File: src/rtl/cfgwd_pkg.sv
package cfgwd_pkg;

    localparam logic [7:0] KEY_OPEN   = 8'h87;
    localparam logic [7:0] KEY_CLOSE  = 8'hAA;
    localparam logic [7:0] IDX_PAGE   = 8'h07;
    localparam logic [7:0] PAGE_WDOG  = 8'h08;
    localparam logic [7:0] IDX_ENABLE = 8'h30;
    localparam logic [7:0] IDX_UNIT   = 8'hF5;
    localparam logic [7:0] IDX_COUNT  = 8'hF6;
    localparam logic [7:0] IDX_SRC    = 8'hF7;

    localparam int BIT_ENABLE = 0;
    localparam int BIT_UNIT   = 3;
    localparam int BIT_KBD    = 6;
    localparam int BIT_MOUSE  = 7;

    typedef enum logic [1:0] {
        GATE_LOCKED = 2'd0,
        GATE_HALF   = 2'd1,
        GATE_OPEN   = 2'd2
    } gate_t;

    typedef struct packed {
        logic       wr;
        logic       is_data;
        logic [7:0] data;
    } bus_t;

    typedef struct packed {
        logic enable;
        logic minutes;
        logic kbd_reload;
        logic mouse_reload;
    } wdctl_t;

    function automatic logic [7:0] place_bit(input logic v, input int pos);
        logic [7:0] r;
        r = 8'h00;
        r[pos] = v;
        return r;
    endfunction

endpackage

File: src/rtl/cfgwd_gate.sv
module cfgwd_gate
    import cfgwd_pkg::*;
(
    input  logic clk,
    input  logic rst,
    input  bus_t bus_i,
    output logic open_o,
    output logic idx_wr_o
);
    gate_t state_q;
    logic  idx_access;

    assign idx_access = bus_i.wr && !bus_i.is_data;

    always_ff @(posedge clk) begin
        if (rst) begin
            state_q <= GATE_LOCKED;
        end else if (idx_access) begin
            case (state_q)
                GATE_LOCKED: if (bus_i.data == KEY_OPEN) state_q <= GATE_HALF;
                GATE_HALF:   state_q <= (bus_i.data == KEY_OPEN) ? GATE_OPEN : GATE_LOCKED;
                GATE_OPEN:   if (bus_i.data == KEY_CLOSE) state_q <= GATE_LOCKED;
                default:     state_q <= GATE_LOCKED;
            endcase
        end
    end

    assign open_o   = (state_q == GATE_OPEN);
    assign idx_wr_o = open_o && idx_access && (bus_i.data != KEY_CLOSE);

    assert_open_entry_R2: assert property (@(posedge clk) disable iff (rst)
        (state_q == GATE_OPEN && $past(state_q) != GATE_OPEN) |->
        ($past(state_q) == GATE_HALF && $past(bus_i.wr) && !$past(bus_i.is_data)
         && $past(bus_i.data) == KEY_OPEN));

    assert_close_R4: assert property (@(posedge clk) disable iff (rst)
        (state_q == GATE_OPEN && idx_access && bus_i.data == KEY_CLOSE) |=>
        state_q == GATE_LOCKED);

    assert_data_no_gate_R3: assert property (@(posedge clk) disable iff (rst)
        (bus_i.wr && bus_i.is_data) |=> $stable(state_q));

endmodule

File: src/rtl/cfgwd_regs.sv
module cfgwd_regs
    import cfgwd_pkg::*;
(
    input  logic       clk,
    input  logic       rst,
    input  bus_t       bus_i,
    input  logic       open_i,
    input  logic       idx_wr_i,
    input  logic       fire_i,
    input  logic [7:0] count_i,
    output wdctl_t     ctl_o,
    output logic       load_o,
    output logic [7:0] rdata_o
);
    logic [7:0] index_q;
    logic [7:0] page_q;
    wdctl_t     ctl_q;
    logic       data_wr;
    logic       wd_sel;
    logic [7:0] wd_rd;

    assign data_wr = open_i && bus_i.wr && bus_i.is_data;
    assign wd_sel  = (page_q == PAGE_WDOG);
    assign load_o  = data_wr && wd_sel && (index_q == IDX_COUNT);

    always_ff @(posedge clk) begin
        if (rst) begin
            index_q <= 8'h00;
            page_q  <= 8'h00;
            ctl_q   <= '0;
        end else begin
            if (idx_wr_i) index_q <= bus_i.data;
            if (data_wr && index_q == IDX_PAGE) page_q <= bus_i.data;
            if (data_wr && wd_sel) begin
                case (index_q)
                    IDX_ENABLE: ctl_q.enable <= bus_i.data[BIT_ENABLE];
                    IDX_UNIT:   ctl_q.minutes <= bus_i.data[BIT_UNIT];
                    IDX_SRC: begin
                        ctl_q.kbd_reload   <= bus_i.data[BIT_KBD];
                        ctl_q.mouse_reload <= bus_i.data[BIT_MOUSE];
                    end
                    default: ;
                endcase
            end
            if (fire_i) ctl_q.enable <= 1'b0;
        end
    end

    always_comb begin
        case (index_q)
            IDX_ENABLE: wd_rd = place_bit(ctl_q.enable, BIT_ENABLE);
            IDX_UNIT:   wd_rd = place_bit(ctl_q.minutes, BIT_UNIT);
            IDX_COUNT:  wd_rd = count_i;
            IDX_SRC:    wd_rd = place_bit(ctl_q.kbd_reload, BIT_KBD)
                              | place_bit(ctl_q.mouse_reload, BIT_MOUSE);
            default:    wd_rd = 8'h00;
        endcase
    end

    always_comb begin
        if (!open_i)                   rdata_o = 8'hFF;
        else if (!bus_i.is_data)       rdata_o = index_q;
        else if (index_q == IDX_PAGE)  rdata_o = page_q;
        else if (!wd_sel)              rdata_o = 8'h00;
        else                           rdata_o = wd_rd;
    end

    assign ctl_o = ctl_q;

    assert_page_hold_R5: assert property (@(posedge clk) disable iff (rst)
        !(data_wr && index_q == IDX_PAGE) |=> $stable(page_q));

    assert_fire_clears_R11: assert property (@(posedge clk) disable iff (rst)
        fire_i |=> !ctl_q.enable);

    assert_sealed_ctl_R3: assert property (@(posedge clk) disable iff (rst)
        (!open_i && !fire_i) |=> $stable(ctl_q));

endmodule

File: src/rtl/cfgwd_timer.sv
module cfgwd_timer
    import cfgwd_pkg::*;
#(
    parameter int TICKS_PER_SEC = 1000,
    parameter int SEC_PER_MIN   = 60
) (
    input  logic       clk,
    input  logic       rst,
    input  wdctl_t     ctl_i,
    input  logic       load_i,
    input  logic [7:0] load_val_i,
    input  logic       kbd_i,
    input  logic       mouse_i,
    output logic [7:0] count_o,
    output logic       fire_o,
    output logic       wd_reset_o
);
    localparam int PW = (TICKS_PER_SEC > 1) ? $clog2(TICKS_PER_SEC) : 1;
    localparam int MW = (SEC_PER_MIN > 1) ? $clog2(SEC_PER_MIN) : 1;
    localparam logic [PW-1:0] PRE_LAST = PW'(TICKS_PER_SEC - 1);
    localparam logic [MW-1:0] MIN_LAST = MW'(SEC_PER_MIN - 1);

    logic [PW-1:0] pre_q;
    logic [MW-1:0] min_q;
    logic [7:0]    count_q;
    logic [7:0]    reload_q;
    logic          reset_q;
    logic          reload_hit, restart, sec_tick, min_tick, unit_tick;

    assign reload_hit = (kbd_i && ctl_i.kbd_reload) || (mouse_i && ctl_i.mouse_reload);
    assign restart    = load_i || reload_hit || !ctl_i.enable;
    assign sec_tick   = !restart && (pre_q == PRE_LAST);
    assign min_tick   = sec_tick && (min_q == MIN_LAST);
    assign unit_tick  = ctl_i.minutes ? min_tick : sec_tick;
    assign fire_o     = unit_tick && (count_q <= 8'd1);

    always_ff @(posedge clk) begin
        if (rst) begin
            pre_q    <= '0;
            min_q    <= '0;
            count_q  <= 8'h00;
            reload_q <= 8'h00;
            reset_q  <= 1'b0;
        end else begin
            if (restart) begin
                pre_q <= '0;
                min_q <= '0;
            end else begin
                pre_q <= sec_tick ? '0 : pre_q + 1'b1;
                if (sec_tick) min_q <= min_tick ? '0 : min_q + 1'b1;
            end
            if (load_i) begin
                count_q  <= load_val_i;
                reload_q <= load_val_i;
            end else if (reload_hit) begin
                count_q <= reload_q;
            end else if (unit_tick) begin
                count_q <= fire_o ? 8'h00 : count_q - 8'd1;
            end
            reset_q <= fire_o;
        end
    end

    assign count_o    = count_q;
    assign wd_reset_o = reset_q;

    assert_pulse_single_R11: assert property (@(posedge clk) disable iff (rst)
        wd_reset_o |=> !wd_reset_o);

    assert_expired_zero_R11: assert property (@(posedge clk) disable iff (rst)
        wd_reset_o |-> count_q == 8'h00);

    assert_step_one_R9: assert property (@(posedge clk) disable iff (rst)
        ($past(ctl_i.enable) && !$past(load_i) && !$past(reload_hit)
         && count_q != $past(count_q)) |-> (count_q == $past(count_q) - 8'd1 || count_q == 8'h00));

    assert_frozen_when_off_R9: assert property (@(posedge clk) disable iff (rst)
        (!ctl_i.enable && !load_i && !reload_hit) |=> $stable(count_q));

endmodule

File: src/rtl/lockcfg_wdog.sv
module lockcfg_wdog
    import cfgwd_pkg::*;
#(
    parameter int TICKS_PER_SEC = 1000,
    parameter int SEC_PER_MIN   = 60
) (
    input  logic       clk,
    input  logic       rst,
    input  logic       wr_en,
    input  logic       port_sel,
    input  logic [7:0] wdata,
    output logic [7:0] rdata,
    input  logic       kbd_irq,
    input  logic       mouse_irq,
    output logic       wd_reset
);
    bus_t       bus;
    wdctl_t     ctl;
    logic       open_w, idx_wr_w, load_w, fire_w;
    logic [7:0] count_w;

    assign bus = '{wr: wr_en, is_data: port_sel, data: wdata};

    cfgwd_gate u_gate (
        .clk(clk), .rst(rst), .bus_i(bus), .open_o(open_w), .idx_wr_o(idx_wr_w)
    );

    cfgwd_regs u_regs (
        .clk(clk), .rst(rst), .bus_i(bus), .open_i(open_w), .idx_wr_i(idx_wr_w),
        .fire_i(fire_w), .count_i(count_w), .ctl_o(ctl), .load_o(load_w),
        .rdata_o(rdata)
    );

    cfgwd_timer #(.TICKS_PER_SEC(TICKS_PER_SEC), .SEC_PER_MIN(SEC_PER_MIN)) u_timer (
        .clk(clk), .rst(rst), .ctl_i(ctl), .load_i(load_w), .load_val_i(wdata),
        .kbd_i(kbd_irq), .mouse_i(mouse_irq), .count_o(count_w),
        .fire_o(fire_w), .wd_reset_o(wd_reset)
    );

endmodule

File: config.mk
export PLATFORM = sky130hd
export DESIGN_NAME = lockcfg_wdog
export DESIGN_NICKNAME = d
export VERILOG_FILES = /design/src/rtl/cfgwd_pkg.sv /design/src/rtl/cfgwd_gate.sv /design/src/rtl/cfgwd_regs.sv /design/src/rtl/cfgwd_timer.sv /design/src/rtl/lockcfg_wdog.sv
export SDC_FILE = /design/constraint.sdc
export NUM_CORES = 1
export LEC_CHECK = 0
export BUFFER_PORTS_ARGS = -buffer_cell sky130_fd_sc_hd__buf_2
export CAP_MARGIN = 30
export CORE_ASPECT_RATIO = 2
export CORE_MARGIN = 5
export CORE_UTILIZATION = 50
export CTS_BUF_LIST = sky130_fd_sc_hd__clkbuf_8
export CTS_CLUSTER_DIAMETER = 150
export DETAILED_ROUTE_END_ITERATION = 8
export HOLD_SLACK_MARGIN = 0.15
export PLACE_DENSITY_LB_ADDON = 0.12
export REMOVE_ABC_BUFFERS = 1
export SYNTH_ARGS = -nofsm -noshare
export SYNTH_HDL_FRONTEND = slang
export SYNTH_SLANG_ARGS = --single-unit
File: constraint.sdc
create_clock -name clk -period 2.2 [get_ports clk]
set_input_delay 0.22 -clock clk [delete_from_list [all_inputs] [get_ports clk]]
set_output_delay 0.22 -clock clk [all_outputs]
set_load 0.02 [all_outputs]
==> results.md, run 1 <==
* Status: complete, but fails checks
* Violated checks: negative setup slack
* Clk sinks at 55
* Final ANT Viol Nets at 0
* H-tree level count at 2
* Crit path max fanout at 4
* Most common cell after layout, fill and taps aside: buf_4
* Hold path depth at 3
* Final Slew Violations at 0
* Synth warn at 0
* Num rows at 38
* Cell taking the most area after synthesis: dfxtp_1
* Global-route wire length before repair at 13.8 mm
* Hold-critical path endpoint: u_timer.reload_q[2]
* Syn Area/Cell at 8.15 um2
* Worst slew pin tran at 0.645 ns
* TritonCTS Buffers at 5
* Vias post-DR at 2,819
* DRT Wirelength at 8.48 mm
* CTS Root Cell: clkbuf_8
* Die area at 7310 um2
* Sequential-to-total area share from yosys stat at 39.2%
* R2r endpoint: u_timer.min_q[4]
* Io pins at 23
* Final std cells w/o fill at 479
* Number of flops mapped to enable cells by yosys at 0
* Worst path bufs/invs at 0
* Initial DRC count at 128
* Seq cells post-synth at 55
* Kind of cell adding the most delay to the critical path: simple AND/OR/NAND/NOR gates
* CORE AREA at 5470 um2
* Min-delay worst type: in -> reg
* Largest net degree at the start of global routing at 31
* Setup ws final at -0.0783 ns
* Initial DRT Pass Iterations at 4
* Synth async-reset ratio at 0%
* Reg-to-Reg Start: u_timer.pre_q[0]
* Die extent in x at 63.0 um
* Bufs on Longest Clock Path at 2
* Worst stage delay on the critical path at 0.48 ns
* Reg2Reg Depth at 7
* Unique masters post-synth at 53
* Pwr dens at 449 nW/um2
* Setup TNS at -0.145 ns
* Clock skew at 0.00875 ns
* Post-route clock period utilization at 104%
* DRC Markers at 0
* Crit path kind: reg -> reg
* Crit. End Element: register
* DP HPWL at 6.45 mm
* Height of the die at 116 um
* Overall Power at 1.63 mW
* Worst R2R Setup Slack at -0.08 ns
* Relative slew slack at 56.6%
* Internal at 1.26 mW
* Vias per std cell at 5.89
* Comb power frac at 3.8%
* Max capacitance violation total at 0
* Nets@finish at 437
* Port-buffer cells at 22
* Tot GR Track Use at 23.8%
* Primary FF master, synth: dfxtp_1
* Synth area leaders: dfxtp_1 (39%), mux2i_1 (7.5%), nor2_1 (7.5%)
* CP cell instances: ha_4 -> nand2_2 -> or4_4 -> a2111o_1 -> or2_4 -> or3_4 -> a21oi_2
* WL/cell at 17.7 um
* CP Launch Type: register
* Synthesized cell area at 2810 um2
* N_diodes at 0
* Clock share of power at 35.2%
* Initial Util at 51.4%
* CP Data Required Time at 2.45 ns
* Setup-failing EPs final at 2
* Initial antenna violation count at 0
* Placed insts at 460
* Min cycle time layout at 2.28 ns
* Arrival time worst endpoint at 2.53 ns
* Reg clk slew, reported paths at 0.09 ns
* Yosys top cell area share at 39.2%
* Final Hold Fails at 0
* Worst VDD drop at 557 uV
* Sw Ratio at 22.6%
* CTS tree: done
* Synth-to-Final Area Change at 29.3%
* Most frequent cells in the layout: buf_4 (57), nor2_1 (55), dfxtp_1 (51), nand2_1 (39), mux2i_1 (21)
* Min-Delay Startpoint: wdata[2]
* Mapped Cells at 345
* Worst-Skew Late Latency at 0.31 ns
* CP max-delay cell: or4_4
* P_leak at 1.41 nW
* Reg power frac at 61.0%
* Peak Freq at 439 MHz
* Via count of the first global-routing pass at 2,851
* RSZ-0062 raised after global routing: yes
* # fillers at 488
* GRT Residual Overflow at 0
* Layout cell share with drive strength beyond 1 at 28.2%
* NetSw at 0.368 mW
* Placer Congestion at 0.922
[power by group through the flow]
stage	combinational (mW)	clock, mW	sequential (mW)
floorplan	0.0145	0	1.02
detailed placement	0.0603	0	1.02
global placement	0.0600	0	1.02
finish	0.0623	0.574	0.995
CTS	0.0603	0.596	0.995
global route	0.0685	0.625	0.995
[per-stage QoR]
stage	worst slack (ns)	util (%)	cell area [um2]	hold WS [ns]
6_report	-0.0783	66.5	3630	0.207
5_1_grt	-0.136	66.5	3630	0.218
4_1_cts	-0.0506	63.2	3460	0.189
3_5_place_dp	-0.0646	60.2	3290	0.450
3_3_place_gp	-0.0271	60.2	3290	0.440
2_1_floorplan	-0.0881	-	2760	0.289
[worst register-to-register path, delay by kind of cell, from the launching register on]
family | cells | cell delay, ns
flops | 1 | 0.36
fa+ha+maj | 1 | 0.14
compound gates | 2 | 0.57
simple gates | 4 | 1.16
[how the worst max path moves through the flow]
stage,endpoint,cells after the start,slack (ns),from
final,u_timer.min_q[4],7,-0.08,u_timer.pre_q[0]
after detailed placement,u_timer.min_q[2],6,-0.06,u_timer.pre_q[4]
after global routing,u_timer.min_q[2],7,-0.14,u_timer.pre_q[1]
after global placement,u_timer.min_q[2],6,-0.03,u_timer.pre_q[4]
after floorplan,u_timer.min_q[2],7,-0.09,u_timer.pre_q[0]
after CTS,u_timer.min_q[2],7,-0.05,u_timer.pre_q[1]
[layer usage]
layer | up-vias | routed length (um) | global-route usage, %
met1 | 1340 | 2930 | 21.8
li1 | 1392 | - | -
met5 | - | 0 | 0
met4 | 0 | 468 | 14.7
met3 | 26 | 247 | 3.30
met2 | 61 | 4830 | 47.3
[cells in the mapped netlist, types with 2 or more instances]
library cell   n
nor2_1        56
dfxtp_1       55
nand2_1       40
mux2i_1       21
a21oi_1       17
o21ai_0       15
nand3_1       13
clkbuf_1      11
nor3_1        10
inv_1          8
a221oi_1       6
xnor2_1        6
nand4_1        5
o211ai_1       5
xor2_1         5
and2_1         4
ha_1           4
nand2b_1       4
nor4_1         4
or3_1          4
a211oi_1       3
and3_1         3
nand4b_1       3
nor2b_1        3
nor4b_1        3
a22o_1         2
a22oi_1        2
a311oi_1       2
a32o_1         2
a32oi_1        2
and3_2         2
and4_1         2
nand4bb_1      2
o41ai_1        2
[sequential cells by signal, indices dropped and copies added, names as in the netlist]
register / count
u_timer.min_q: 6
u_regs.ctl_o: 4
u_timer.count_o: 8
u_timer.pre_q: 10
u_regs.page_q: 8
u_gate.state_q: 2
u_timer.wd_reset_o: 1
u_timer.reload_q: 8
u_regs.index_q: 8
[cell families (layout without fill, tap and decap cells)]
| kind of cell | after synthesis | in the layout | share of synthesized area, % |
|---|---|---|---|
| and+or+nand+nor | 167 | 167 | 29.5 |
| AOI/OAI and AO/OA | 65 | 65 | 15.6 |
| DFF | 55 | 55 | 39.2 |
| buffers and inverters | 22 | 96 | 3.03 |
| muxes | 21 | 21 | 7.48 |
| xor gates and xnor gates | 11 | 11 | 3.43 |
| adders and majority gates | 4 | 4 | 1.78 |
[area by class of cell]
type / count / area, um2 / area share [%]
inverter: 8 / 30.0 / 0.826
clock buffer: 6 / 82.6 / 2.27
sequential: 55 / 1110 / 30.4
clock inverter: 1 / 5.00 / 0.138
tap: 60 / 75.1 / 2.07
timing repair buffer: 81 / 573 / 15.8
multi-input combinational: 268 / 1760 / 48.5
[repair_timing]
item | CTS | global route
pin swaps | 10 | 16
setup buffers | 3 | 8
gates resized for setup | 11 | 31
setup endpoints to repair | 10 | 18
cloned | 0 | 1
hold buffers | 0 | 0
Power figures use the tool's default switching activity.
==> run 2, diff against run 1 <==
--- a/config.mk
+++ b/config.mk
@@ -5,7 +5,6 @@
 export SDC_FILE = /design/constraint.sdc
 export NUM_CORES = 1
 export LEC_CHECK = 0
-export BUFFER_PORTS_ARGS = -buffer_cell sky130_fd_sc_hd__buf_2
 export CAP_MARGIN = 30
 export CORE_ASPECT_RATIO = 2
 export CORE_MARGIN = 5
@@ -13,6 +12,7 @@
 export CTS_BUF_LIST = sky130_fd_sc_hd__clkbuf_8
 export CTS_CLUSTER_DIAMETER = 150
 export DETAILED_ROUTE_END_ITERATION = 8
+export DONT_BUFFER_PORTS = 1
 export HOLD_SLACK_MARGIN = 0.15
 export PLACE_DENSITY_LB_ADDON = 0.12
 export REMOVE_ABC_BUFFERS = 1
==> run 2 against run 1 <==
Against the previous run: the run now ends clean; maximum frequency rose by 5.1%; worst setup slack improved by 0.11 ns; combinational power shrank 12%; non-clock buffer count down 26; clock skew grew 0.0069 ns; hold slack got worse by 0.044 ns; first-iteration DRC count increased by 27%; flip-flop and latch count stayed put; total power down 1.6%; design area decreased by 4.2%; register-to-register slack improved by 0.11 ns; sequential power about the same; critical path type unchanged.
==> results.md, run 2 (same netlist as run 1, synthesis figures left out) <==
* Via count of the first global-routing pass at 2,785 (was 2,851)
* P_leak at 1.26 nW (was 1.41 nW)
* TritonCTS Buffers at 5 (unchanged)
* Vias post-DR at 2,773 (was 2,819)
* DRC Markers at 0 (unchanged)
* Final ANT Viol Nets at 0 (unchanged)
* Placed insts at 435 (was 460)
* CP Data Required Time at 2.45 ns (about the same)
* Initial DRC count at 163 (was 128)
* Arrival time worst endpoint at 2.42 ns (was 2.53 ns)
* Die area at 7310 um2 (unchanged)
* Min-Delay Startpoint: rst (was wdata[2])
* DRT Wirelength at 8.59 mm (was 8.48 mm)
* Final Hold Fails at 0 (unchanged)
* Largest net degree at the start of global routing at 37 (was 31)
* Vias per std cell at 6.11 (was 5.89)
* Layout cell share with drive strength beyond 1 at 20.6% (was 28.2%)
* Initial Util at 51.4% (unchanged)
* Final std cells w/o fill at 454 (was 479)
* Peak Freq at 461 MHz (was 439 MHz)
* Height of the die at 116 um (unchanged)
* Num rows at 38 (unchanged)
* Max reg flops at 10 (unchanged)
* Hold-critical path endpoint: u_timer.min_q[2] (was u_timer.reload_q[2])
* Most common cell after layout, fill and taps aside: nor2_1 (was buf_4)
* # fillers at 476 (was 488)
* Setup-failing EPs final at 0 (was 2)
* Min-delay worst type: in -> reg (unchanged)
* Initial antenna violation count at 0 (unchanged)
* Final Slew Violations at 0 (unchanged)
* Worst-Skew Late Latency at 0.32 ns (was 0.31 ns)
* Worst R2R Setup Slack at 0.03 ns (was -0.08 ns)
* Reg area at 1110 um2 (unchanged)
* Worst VDD drop at 506 uV (was 557 uV)
* Pwr dens at 461 nW/um2 (was 449 nW/um2)
* Status: complete, no violations (was complete, but fails checks)
* Bufs on Longest Clock Path at 2 (unchanged)
* Worst slew pin tran at 0.573 ns (was 0.645 ns)
* Crit. End Element: register (unchanged)
* GRT Residual Overflow at 0 (unchanged)
* DP HPWL at 6.25 mm (was 6.45 mm)
* Reg-to-Reg Start: u_timer.pre_q[4] (was u_timer.pre_q[0])
* R2r endpoint: u_timer.min_q[2] (was u_timer.min_q[4])
* Reg2Reg Depth at 6 (was 7)
* Initial DRT Pass Iterations at 5 (was 4)
* Min cycle time layout at 2.17 ns (was 2.28 ns)
* RSZ-0062 raised after global routing: yes (unchanged)
* CP Launch Type: register (unchanged)
* Relative slew slack at 61.4% (was 56.6%)
* Crit path max fanout at 4 (unchanged)
* Hold path depth at 2 (was 3)
* Global-route wire length before repair at 13.8 mm (about the same)
* Crit path kind: reg -> reg (unchanged)
* Biggest register: u_timer.pre_q (unchanged)
* Clock skew at 0.0157 ns (was 0.00875 ns)
* CTS tree: done (unchanged)
* Area of the multi-input gates at 1740 um2 (was 1760 um2)
* Clk sinks at 55 (unchanged)
* Post-route clock period utilization at 98.5% (was 104%)
* Setup TNS at 0 ns (was -0.145 ns)
* Placer Congestion at 0.960 (was 0.922)
* Port-buffer cells at 0 (was 22)
* Io pins at 23 (unchanged)
* WL/cell at 18.9 um (was 17.7 um)
* Most frequent cells in the layout: nor2_1 (56), dfxtp_1 (51), buf_4 (45), nand2_1 (39), mux2i_1 (21) (was buf_4 (57), nor2_1 (55), dfxtp_1 (51), nand2_1 (39), mux2i_1 (21))
* Die extent in x at 63.0 um (unchanged)
* Tot GR Track Use at 24.0% (was 23.8%)
* H-tree level count at 2 (unchanged)
* Reg clk slew, reported paths at 0.09 ns (about the same)
* N_diodes at 0 (unchanged)
* Max capacitance violation total at 0 (unchanged)
* CTS Root Cell: clkbuf_8 (unchanged)
* CORE AREA at 5470 um2 (unchanged)
* Nets@finish at 411 (was 437)
* Synth-to-Final Area Change at 23.9% (was 29.3%)
==> run 2: what timing repair did <==
action	4_1_cts	5_1_grt
cloned	0	1
hold buffers	9	0
pin swaps	2	9
endpoints found under the setup margin	8	17
endpoints found under the hold margin	36	0
buffers inserted	0	1
gates resized for setup	5	28
==> run 2: per-stage QoR <==
stage	power (mW)	hold slack [ns]	area (um2)	utilization, %	setup WS (ns)
floorplan	1.03	0.289	2760	-	-0.0881
global placement	1.04	0.293	3160	57.8	-0.0181
detailed placement	1.04	0.296	3160	57.8	-0.0792
CTS	1.63	0.153	3370	61.6	-0.0367
global route	1.66	0.162	3480	63.7	-0.0530
finish	1.60	0.164	3480	63.7	0.0330
==> run 2: worst max path at each step <==
stage                       from                 end  cells after the start
5_1_grt         u_timer.pre_q[4]    u_timer.min_q[2]                      6
4_1_cts        u_regs.index_q[7]            rdata[0]                      6
3_5_place_dp    u_regs.page_q[7]  u_timer.count_o[6]                      6
2_1_floorplan   u_timer.pre_q[0]    u_timer.min_q[2]                      7
6_report        u_timer.pre_q[4]    u_timer.min_q[2]                      6
3_3_place_gp    u_timer.pre_q[4]    u_timer.min_q[2]                      6
==> run 2: where the power goes <==
part           internal [mW]  switching, mW  leakage [nW]
Clock                  0.219          0.337        0.0453
Sequential             0.995      0.0000176         0.445
Combinational         0.0227         0.0319         0.773
Total                   1.24          0.369          1.26
==> run 2: layout make-up <==
| type | count | share of cell area, % |
|---|---|---|
| Clock buffer | 5 | 1.98 |
| Timing Repair Buffer | 55 | 12.9 |
| Clock inverter | 3 | 0.467 |
| Multi-Input combinational cell | 268 | 49.9 |
| Inverter | 8 | 0.863 |
| Sequential cell | 55 | 31.8 |
| Tap cell | 60 | 2.16 |
==> run 2: critical path, cell delays in order (launching register included) <==
cell and delay [ns]:
dfxtp_2 0.33, nand4b_1 0.21, or4_4 0.52, a2111o_1 0.33
or2_4 0.25, or3b_1 0.34, a21oi_1 0.13
==> run 2: per-layer routing <==
metal	global-route usage (%)	vias up	wire, um
met5	0	-	0
met4	13.6	0	533
met3	4.56	33	336
met2	47.0	76	4780
met1	22.4	1325	2940
li1	-	1339	-
